===== src/rtl/exc_seq_pkg.sv =====
package exc_seq_pkg;
  typedef enum logic [3:0] {
    ST_IDLE, EN_CC, EN_SLOT, EN_SW, EN_PTR, EN_PW, EN_LD,
    RT_W1, RT_CC, RT_W2, RT_PC
  } seq_state_e;

  localparam int MASK_BIT = 7;
  localparam logic [1:0] SEL_PC  = 2'd0;
  localparam logic [1:0] SEL_SP  = 2'd1;
  localparam logic [1:0] SEL_CCR = 2'd2;
  localparam logic [7:0] CCR_RESET = 8'h80;
endpackage


===== src/rtl/exc_stack_ptr.sv =====
module exc_stack_ptr #(
  parameter int DW = 16
) (
  input  logic          clk,
  input  logic          rst,
  input  logic          ld_en,
  input  logic [DW-1:0] ld_val,
  input  logic          dec,
  input  logic          inc,
  output logic [DW-1:0] sp
);
  localparam logic [DW-1:0] STEP = DW'(2);

  always_ff @(posedge clk) begin
    if (rst)        sp <= '0;
    else if (ld_en) sp <= {ld_val[DW-1:1], 1'b0};
    else if (dec)   sp <= sp - STEP;
    else if (inc)   sp <= sp + STEP;
  end


  sp_no_conflict_chk: assert property (@(posedge clk) disable iff (rst)
    !(dec && inc) && !(ld_en && (dec || inc)));
endmodule


===== src/rtl/exc_ccr_reg.sv =====
module exc_ccr_reg
  import exc_seq_pkg::*;
(
  input  logic       clk,
  input  logic       rst,
  input  logic       mask_set,
  input  logic       restore_en,
  input  logic [7:0] restore_val,
  input  logic       ld_en,
  input  logic [7:0] ld_val,
  output logic [7:0] ccr
);
  always_ff @(posedge clk) begin
    if (rst)             ccr <= CCR_RESET;
    else if (mask_set)   ccr[MASK_BIT] <= 1'b1;
    else if (restore_en) ccr <= restore_val;
    else if (ld_en)      ccr <= ld_val;
  end


  mask_on_entry_chk: assert property (@(posedge clk) disable iff (rst)
    mask_set |=> (ccr[MASK_BIT] && ccr[6:0] == $past(ccr[6:0])));
endmodule


===== src/rtl/exc_sequencer.sv =====
module exc_sequencer
  import exc_seq_pkg::*;
#(
  parameter int DW = 16,
  parameter int VW = 8
) (
  input  logic          clk,
  input  logic          rst,
  input  logic          irq_req,
  input  logic [VW-1:0] irq_vec,
  input  logic          ret_req,
  input  logic          ld_en,
  input  logic [1:0]    ld_sel,
  input  logic [DW-1:0] ld_data,
  output logic          mem_req,
  output logic          mem_we,
  output logic [DW-1:0] mem_addr,
  output logic [DW-1:0] mem_wdata,
  input  logic [DW-1:0] mem_rdata,
  output logic [DW-1:0] pc_o,
  output logic [DW-1:0] sp_o,
  output logic [7:0]    ccr_o,
  output logic          busy,
  output logic          done
);
  localparam int PAD = DW - VW - 1;
  localparam logic [DW-1:0] STEP = DW'(2);

  seq_state_e    state;
  logic [VW-1:0] vec_q;
  logic [7:0]    ccr_saved;
  logic          accept_irq, accept_ret, idle, ld_ok;
  logic          sp_dec, sp_inc;
  logic [DW-1:0] aligned_rd;

  assign idle       = (state == ST_IDLE);
  assign accept_irq = idle && irq_req && !ccr_o[MASK_BIT];
  assign accept_ret = idle && ret_req && !accept_irq;
  assign ld_ok      = idle && ld_en && !accept_irq && !accept_ret;
  assign sp_dec     = accept_irq || (state == EN_CC);
  assign sp_inc     = accept_ret || (state == RT_CC);
  assign aligned_rd = {mem_rdata[DW-1:1], 1'b0};
  assign busy       = !idle;

  exc_stack_ptr #(.DW(DW)) sp_i (
    .clk(clk), .rst(rst),
    .ld_en(ld_ok && ld_sel == SEL_SP), .ld_val(ld_data),
    .dec(sp_dec), .inc(sp_inc), .sp(sp_o)
  );

  exc_ccr_reg ccr_i (
    .clk(clk), .rst(rst),
    .mask_set(accept_irq),
    .restore_en(state == RT_CC), .restore_val(mem_rdata[7:0]),
    .ld_en(ld_ok && ld_sel == SEL_CCR), .ld_val(ld_data[7:0]),
    .ccr(ccr_o)
  );

  always_ff @(posedge clk) begin
    if (rst) begin
      state     <= ST_IDLE;
      vec_q     <= '0;
      ccr_saved <= '0;
      pc_o      <= '0;
      mem_req   <= 1'b0;
      mem_we    <= 1'b0;
      mem_addr  <= '0;
      mem_wdata <= '0;
      done      <= 1'b0;
    end else begin
      mem_req <= 1'b0;
      mem_we  <= 1'b0;
      done    <= 1'b0;
      case (state)
        ST_IDLE: begin
          if (accept_irq) begin
            vec_q     <= irq_vec;
            ccr_saved <= ccr_o;
            mem_req   <= 1'b1;
            mem_we    <= 1'b1;
            mem_addr  <= sp_o - STEP;
            mem_wdata <= pc_o;
            state     <= EN_CC;
          end else if (accept_ret) begin
            mem_req  <= 1'b1;
            mem_addr <= sp_o;
            state    <= RT_W1;
          end else if (ld_ok && ld_sel == SEL_PC) begin
            pc_o <= {ld_data[DW-1:1], 1'b0};
          end
        end
        EN_CC: begin
          mem_req   <= 1'b1;
          mem_we    <= 1'b1;
          mem_addr  <= sp_o - STEP;
          mem_wdata <= {{(DW-16){1'b0}}, ccr_saved, ccr_saved};
          state     <= EN_SLOT;
        end
        EN_SLOT: begin
          mem_req  <= 1'b1;
          mem_addr <= {{PAD{1'b0}}, vec_q, 1'b0};
          state    <= EN_SW;
        end
        EN_SW:  state <= EN_PTR;
        EN_PTR: begin
          mem_req  <= 1'b1;
          mem_addr <= aligned_rd;
          state    <= EN_PW;
        end
        EN_PW:  state <= EN_LD;
        EN_LD: begin
          pc_o  <= aligned_rd;
          done  <= 1'b1;
          state <= ST_IDLE;
        end
        RT_W1:  state <= RT_CC;
        RT_CC: begin
          mem_req  <= 1'b1;
          mem_addr <= sp_o;
          state    <= RT_W2;
        end
        RT_W2:  state <= RT_PC;
        RT_PC: begin
          pc_o  <= aligned_rd;
          done  <= 1'b1;
          state <= ST_IDLE;
        end
        default: state <= ST_IDLE;
      endcase
    end
  end


  mem_align_chk: assert property (@(posedge clk) disable iff (rst)
    mem_req |-> !mem_addr[0]);


  push_at_sp_chk: assert property (@(posedge clk) disable iff (rst)
    (mem_req && mem_we) |-> (mem_addr == sp_o));


  ccr_dup_chk: assert property (@(posedge clk) disable iff (rst)
    (mem_req && mem_we && $past(mem_req && mem_we)) |->
      (mem_wdata[15:8] == mem_wdata[7:0] && !mem_wdata[MASK_BIT]));


  done_pulse_chk: assert property (@(posedge clk) disable iff (rst)
    done |=> !done);


  entry_start_chk: assert property (@(posedge clk) disable iff (rst)
    (!busy && irq_req && !ccr_o[MASK_BIT]) |=> (busy && mem_req && mem_we));
endmodule


===== config.mk =====
export PLATFORM = sky130hd
export DESIGN_NAME = exc_sequencer
export DESIGN_NICKNAME = d
export VERILOG_FILES = /design/src/rtl/exc_seq_pkg.sv /design/src/rtl/exc_stack_ptr.sv /design/src/rtl/exc_ccr_reg.sv /design/src/rtl/exc_sequencer.sv
export SDC_FILE = /design/constraint.sdc
export NUM_CORES = 1
export LEC_CHECK = 0
export ABC_AREA = 1
export BUFFER_PORTS_ARGS = -buffer_cell sky130_fd_sc_hd__buf_2
export CORE_ASPECT_RATIO = 1.75
export CORE_UTILIZATION = 40
export DETAILED_ROUTE_END_ITERATION = 10
export GPL_ROUTABILITY_DRIVEN = 0
export PLACE_DENSITY = 0.65
export SLEW_MARGIN = 5
export SYNTH_ARGS = -nofsm -noshare
export SYNTH_HDL_FRONTEND = slang
export SYNTH_SLANG_ARGS = --single-unit

===== constraint.sdc =====
create_clock -name clk -period 2.9 [get_ports clk]
set_input_delay 0.58 -clock clk [delete_from_list [all_inputs] [get_ports clk]]
set_output_delay 0.58 -clock clk [all_outputs]
set_load 0.02 [all_outputs]

# ---- After elaboration in Yosys (flattened, before gate mapping)
# Index checks and enable logic that the tools add are counted.
dict set report word_totals {
  out_inout_bits 76
  register_bits 95
}
dict set report classes {
  n_reduce_logical 33
  n_addsub 2
  n_eq_ne 17
  n_bitwise 1
  n_mux 23
}
# operator n
set ops {}
lappend ops {{$mux 16} 9}
lappend ops {{$pmux 16 s5} 1}
lappend ops {{$pmux 16 s2} 2}
lappend ops {{$pmux 4 s9} 1}
lappend ops {{$add 16x2->16 const B} 1}
lappend ops {{$eq 4x3->1 const B} 4}
lappend ops {{$mux 8} 2}
lappend ops {{$sub 16x2->16 const B} 1}
lappend ops {{$eq 4x4->1 const B} 3}
lappend ops {{$logic_and 1x1->1} 10}
lappend ops {{$eq 4x2->1 const B} 2}
lappend ops {{$mux 4} 2}
lappend ops {{$reduce_and 2->1} 4}
lappend ops {{$reduce_bool 2->1} 4}
lappend ops {{$ne 2x2->1 const B} 3}
lappend ops {{$reduce_or 2->1} 3}
lappend ops {{$reduce_bool 5->1} 1}
lappend ops {{$eq 4x1->1 const B} 1}
lappend ops {{$logic_not 1->1} 4}
lappend ops {{$logic_not 4->1} 1}
lappend ops {{$mux 1} 4}
lappend ops {{$pmux 1 s2} 2}
lappend ops {{$reduce_and 4->1} 1}
lappend ops {{$reduce_or 4->1} 1}
lappend ops {{other kinds (8)} 9}

# ---- Depth between registers and ports, before layout
dict set report logic_depth {
  word_depth 12
  ltp_mapped 12
}

# ---- Cells and area by module
# From an unflattened synthesis, not the netlist that was laid out.
dict set report unflattened {
  hier_cells 960
  hier_area_um2 5849.4
}
# mod area_each_um2 cells_per_inst n_inst
set modules_own_cells {}
lappend modules_own_cells {exc_sequencer 3902.5 629 1}
lappend modules_own_cells {exc_stack_ptr 1497.7 254 1}
lappend modules_own_cells {exc_ccr_reg 449.2 77 1}

# ---- Worst setup path before layout
# OpenSTA, ideal clock, no wires.
dict set report synth_path {
  kind {in2reg}
  startpoint {input irq_req}
  endpoint {register sp_i.sp[8]}
  path_stages 10
  path_buffers 1
  arrival_ps 1703
  setup_slack_ps 1069
  setup_ps 128
  path_cell_list {inv_1 > nor2_2 > nor2_1 > nor2_1 > nor2_8 > nand2_4 > buf_6 > o21ai_1 > nor2_1 > nor2_1}
}
dict set report synth_via {
  elab_chain_len 8
}
# item line_no
set synth_lines {}
lappend synth_lines {{from (decl)} exc_sequencer.sv:9} ;# input logic irq_req,
lappend synth_lines {{$logic_and 1x1->1 * (2 in a row)} exc_sequencer.sv:37} ;# assign accept_irq = idle && irq_req && !ccr_o[MASK_BIT];
lappend synth_lines {{$logic_not 1->1} {exc_sequencer.sv:38, exc_sequencer.sv:39}}
lappend synth_lines {{$logic_and 1x1->1} exc_sequencer.sv:38} ;# assign accept_ret = idle && ret_req && !accept_irq;
lappend synth_lines {{$logic_not 1->1} exc_sequencer.sv:39} ;# assign ld_ok = idle && ld_en && !accept_irq && !accept_ret;
lappend synth_lines {{$logic_and 1x1->1} exc_sequencer.sv:39}
lappend synth_lines {{$logic_and 1x1->1} exc_sequencer.sv:47} ;# .ld_en(ld_ok && ld_sel == SEL_SP), .ld_val(ld_data),
lappend synth_lines {{$reduce_bool 3->1 (no source line) / $mux 16 (equally long branches)} --}
lappend synth_lines {{to (signal assigned)} exc_stack_ptr.sv:16} ;# else if (ld_en) sp <= {ld_val[DW-1:1], 1'b0};
lappend synth_lines {{to (signal assigned)} exc_stack_ptr.sv:17} ;# else if (dec) sp <= sp - STEP;
lappend synth_lines {{to (signal assigned)} exc_stack_ptr.sv:18} ;# else if (inc) sp <= sp + STEP;
lappend synth_lines {{to (decl)} exc_stack_ptr.sv:10} ;# output logic [DW-1:0] sp
# Mark *: on every way between the ends. The rest lies on a longest branch, timed or not.
# A chain may end at the register's enable or synchronous reset.

# ---- Worst setup path after layout
dict set report layout_path {
  startpoint {register state[0]}
  endpoint {register sp_i.sp[5]}
}
dict set report layout_via {
  elab_chain_len 9
}
# item line_no
set layout_lines {}
lappend layout_lines {{from (decl)} exc_sequencer.sv:29} ;# seq_state_e state;
lappend layout_lines {{from (signal assigned)} exc_sequencer.sv:61} ;# state <= ST_IDLE;
lappend layout_lines {{from (signal assigned)} exc_sequencer.sv:83} ;# state <= EN_CC;
lappend layout_lines {{from (signal assigned)} exc_sequencer.sv:87} ;# state <= RT_W1;
lappend layout_lines {{$logic_not 4->1} exc_sequencer.sv:36} ;# assign idle = (state == ST_IDLE);
lappend layout_lines {{$logic_and 1x1->1 (2 in a row)} exc_sequencer.sv:37}
lappend layout_lines {{$logic_not 1->1} {exc_sequencer.sv:38, exc_sequencer.sv:39}}
lappend layout_lines {{$logic_and 1x1->1} exc_sequencer.sv:38}
lappend layout_lines {{$logic_not 1->1} exc_sequencer.sv:39}
lappend layout_lines {{$logic_and 1x1->1} exc_sequencer.sv:39}
lappend layout_lines {{$logic_and 1x1->1} exc_sequencer.sv:47}
lappend layout_lines {{$reduce_bool 3->1 (no source line) / $mux 16 (equally long branches)} --}
# Several ways; a longest one is shown, not always the timed one.

==> flow_metrics.py <==
metrics = {
    "drt": {
        "wire_per_inst_um": 17.23,
        "vias_per_cell": 5.481,
        "final_antenna_net_count": 0,
        "vias": 5909,
        "dr.pass1.iters": 5,
        "drtIter0Drc": 451,
        "drc": 0,
        "finalWirelength_mm": 18.58,
    },
    "yosys": {
        "syn_area_sq_mm": 0.005336,
        "synth_seq_cells": 92,
        "synth_area_leaders": "dfxtp_1 35%, nand2_1 13%, nor2_1 8.0%",
        "synth_area_per_cell_sq_um": 6.588,
        "yosys.area.top_type_share_pct": 34.51,
        "synth_seq_area_share_pct": 34.51,
        "synth_top_cell_by_area": "dfxtp_1",
        "ys_types": 38,
        "netlist_instances": 810,
        "synth_warnings": 0,
    },
    "worst_setup_path": {
        "cp_max_fo": 45,
        "path_class": "flip-flop to flip-flop",
        "end_kind": "flip-flop",
        "cp-start-kind": "flip-flop",
        "required_ns": 3.21,
        "crit_arrival_ns": 2.47,
        "worst_r2r_path_depth": 10,
    },
    "cells_and_area": {
        "syn2layout_area_growth_pct": 17.82,
        "n_fill_cell": 1432,
        "antenna_cells": 0,
        "final_nets": 951,
        "drive_gt1_share_pct": 20.84,
        "final_common_cell": "nand2_1",
        "layout_common_cells": "180 x nand2_1, 119 x buf_2, 114 x nor2_1",
        "finish.instance_area_sq_mm": 0.006287,
    },
    "pwr": {
        "leakagePower_nw": 3.011,
        "p_per_area_mw_per_mm2": 1141,
        "peakVddDrop_mv": 0.5493,
    },
    "clock_network": {
        "numCtsBuffers": 9,
        "clock-sinks": 92,
        "cts_resized": 0,
        "h-tree-depth": 3,
        "cts_tree": "yes",
        "ctsRootBufferMaster": "clkbuf_16",
        "clkTransAtPathRegs_ns": 0.07,
        "clock_latency_ns": 0.36,
        "cts_setup_buffers": 0,
        "clk_path_buf_depth": 2,
        "hold_buffers": 0,
    },
    "global_routing": {
        "antenna_found_initial": 0,
        "grt_pass1_vias": 5488,
        "grt_max_degree": 72,
        "overflow": 0,
        "grtUsageTotal_pct": 27.87,
        "grt_pass1_wl_mm": 28.92,
    },
    "die": {
        "num_rows": 55,
        "dieHeight_um": 154.8,
        "coreArea_sq_mm": 0.01294,
        "ioPinCount": 123,
        "die_area_sq_mm": 0.01382,
        "die_w_um": 89.31,
        "initial_core_util_pct": 41.25,
    },
    "timing": {
        "finalCriticalPeriod_ns": 2.160,
        "tns_ns": 0,
        "rsz0062_at_grt": "no",
        "worstMarginPinSlew_ns": 0.5933,
        "hold_viol": 0,
        "fin_ws_ns": 0.7402,
        "relSlewSlack_pct": 60.41,
        "fin_crit_sh_pct": 74.47,
        "fin_skew_ns": 0.006310,
        "fmax_ghz": 0.4630,
        "setup_viol": 0,
        "slew_viol_final": 0,
    },
    "hold_path": {
        "min_path_type": "input port to flip-flop",
        "hold_depth": 3,
    },
    "run_status": {
        "status": "finished clean",
    },
    "placed_design": {
        "numPortBuffers": 119,
        "dp_hpwl_mm": 13.66,
        "postPlaceCellArea_sq_mm": 0.005976,
        "place_ws_ns": 0.6849,
    },
    "job": {
        "cap_violations": 0,
    },
}
cells in the mapped netlist:
cell type / count
nand4_1: 7
inv_1: 56
inv_2: 13
clkbuf_1: 22
nor2_1: 114
inv_4: 1
nand3_2: 1
nand3b_1: 2
a31oi_1: 33
a31o_2: 1
buf_6: 4
nand3_1: 52
o21ai_0: 62
nand2_2: 5
buf_4: 8
xnor2_1: 2
o211ai_1: 10
nor3_1: 3
nor2_4: 3
nand2_1: 180
buf_2: 17
o22ai_1: 11
a21oi_1: 33
o21a_1: 6
nand2_4: 6
xor2_1: 10
a21oi_2: 2
ha_1: 2
a21o_1: 2
nor2_2: 5
o21ai_1: 35
nor2_8: 3
nor3b_2: 1
clkinv_1: 2
conb_1: 1
nand3_4: 2
a311oi_1: 1
dfxtp_1: 92
final cells by class:
cell class              instances  area (sq um)  area share, %
clock buffers                   9         225.2          3.582
repair buffers                130         690.7          10.99
well taps                     171         214.0          3.403
multi-input cells             597          2957          47.02
clock inverters                 7         86.33          1.373
inverters                      72         272.8          4.338
flip-flops and latches         92          1842          29.29
critical path, stage by stage, from the launching register on:
cell and delay, ns:
dfxtp_1 0.52, nand2_2 0.11, nor2_4 0.29, inv_2 0.27, nand2_4 0.44, nand2_1 0.09, o21ai_0 0.10, nand2_1 0.07
o211ai_1 0.09, nand2_1 0.07, inv_1 0.05
stage by stage:
stage / utilization [%] / cells / power, W / hold WS [ns]
final: 48.60 / 1078 / 0.007173 / 0.4511
after global routing: 48.60 / 1078 / 0.007711 / 0.4637
after CTS: 48.60 / 1078 / 0.007157 / 0.4484
after detailed placement: 46.19 / 1062 / 0.005893 / 0.4397
after global placement: 46.19 / 1062 / 0.005878 / 0.4274
after floorplan: - / 812 / 0.004838 / 0.4180
power by group:
group	total, W	switching (W)	internal [W]
registers	0.00193	0.000358	0.00157
logic	0.00397	0.00275	0.00123
clock network	0.00127	0.000581	0.000691
state kept, by name, summed over array words and instances (netlist names):
register / count
mem_wdata: 16
mem_addr: 15
pc_o: 15
sp_i.sp: 15
ccr_i.ccr: 8
ccr_saved: 8
vec_q: 8
state: 4
done: 1
mem_req: 1
mem_we: 1
worst paths after layout:
path                            slack, ns           end         start
worst max-delay path                 0.74    sp_i.sp[5]      state[0]
worst min-delay path                 0.45      vec_q[1]    irq_vec[1]
worst max register to register       0.74    sp_i.sp[5]      state[0]
worst min register to register       0.45  ccr_saved[7]  ccr_saved[7]
kinds of logic after synthesis:
kind of cell	after synthesis	share of synthesized area, %
and+or+nand+nor	384	32.22
AOI/OAI and AO/OA	196	20.54
buffers and inverters	123	10.22
DFF	92	34.51
xor gates and xnor gates	12	1.970
adders and majority gates	2	0.4689
other	1	0.07027
routing by layer:
metal  share of wire, %  up-vias  GRT usage [%]
met1                 38     2724          32.08
li1                   -     2857              -
met2                 51      266          47.69
met3                7.0       62          5.390
met4                4.8        0          14.21
met5                  0        -              0
Note: power is estimated with default switching activity, not from simulation.
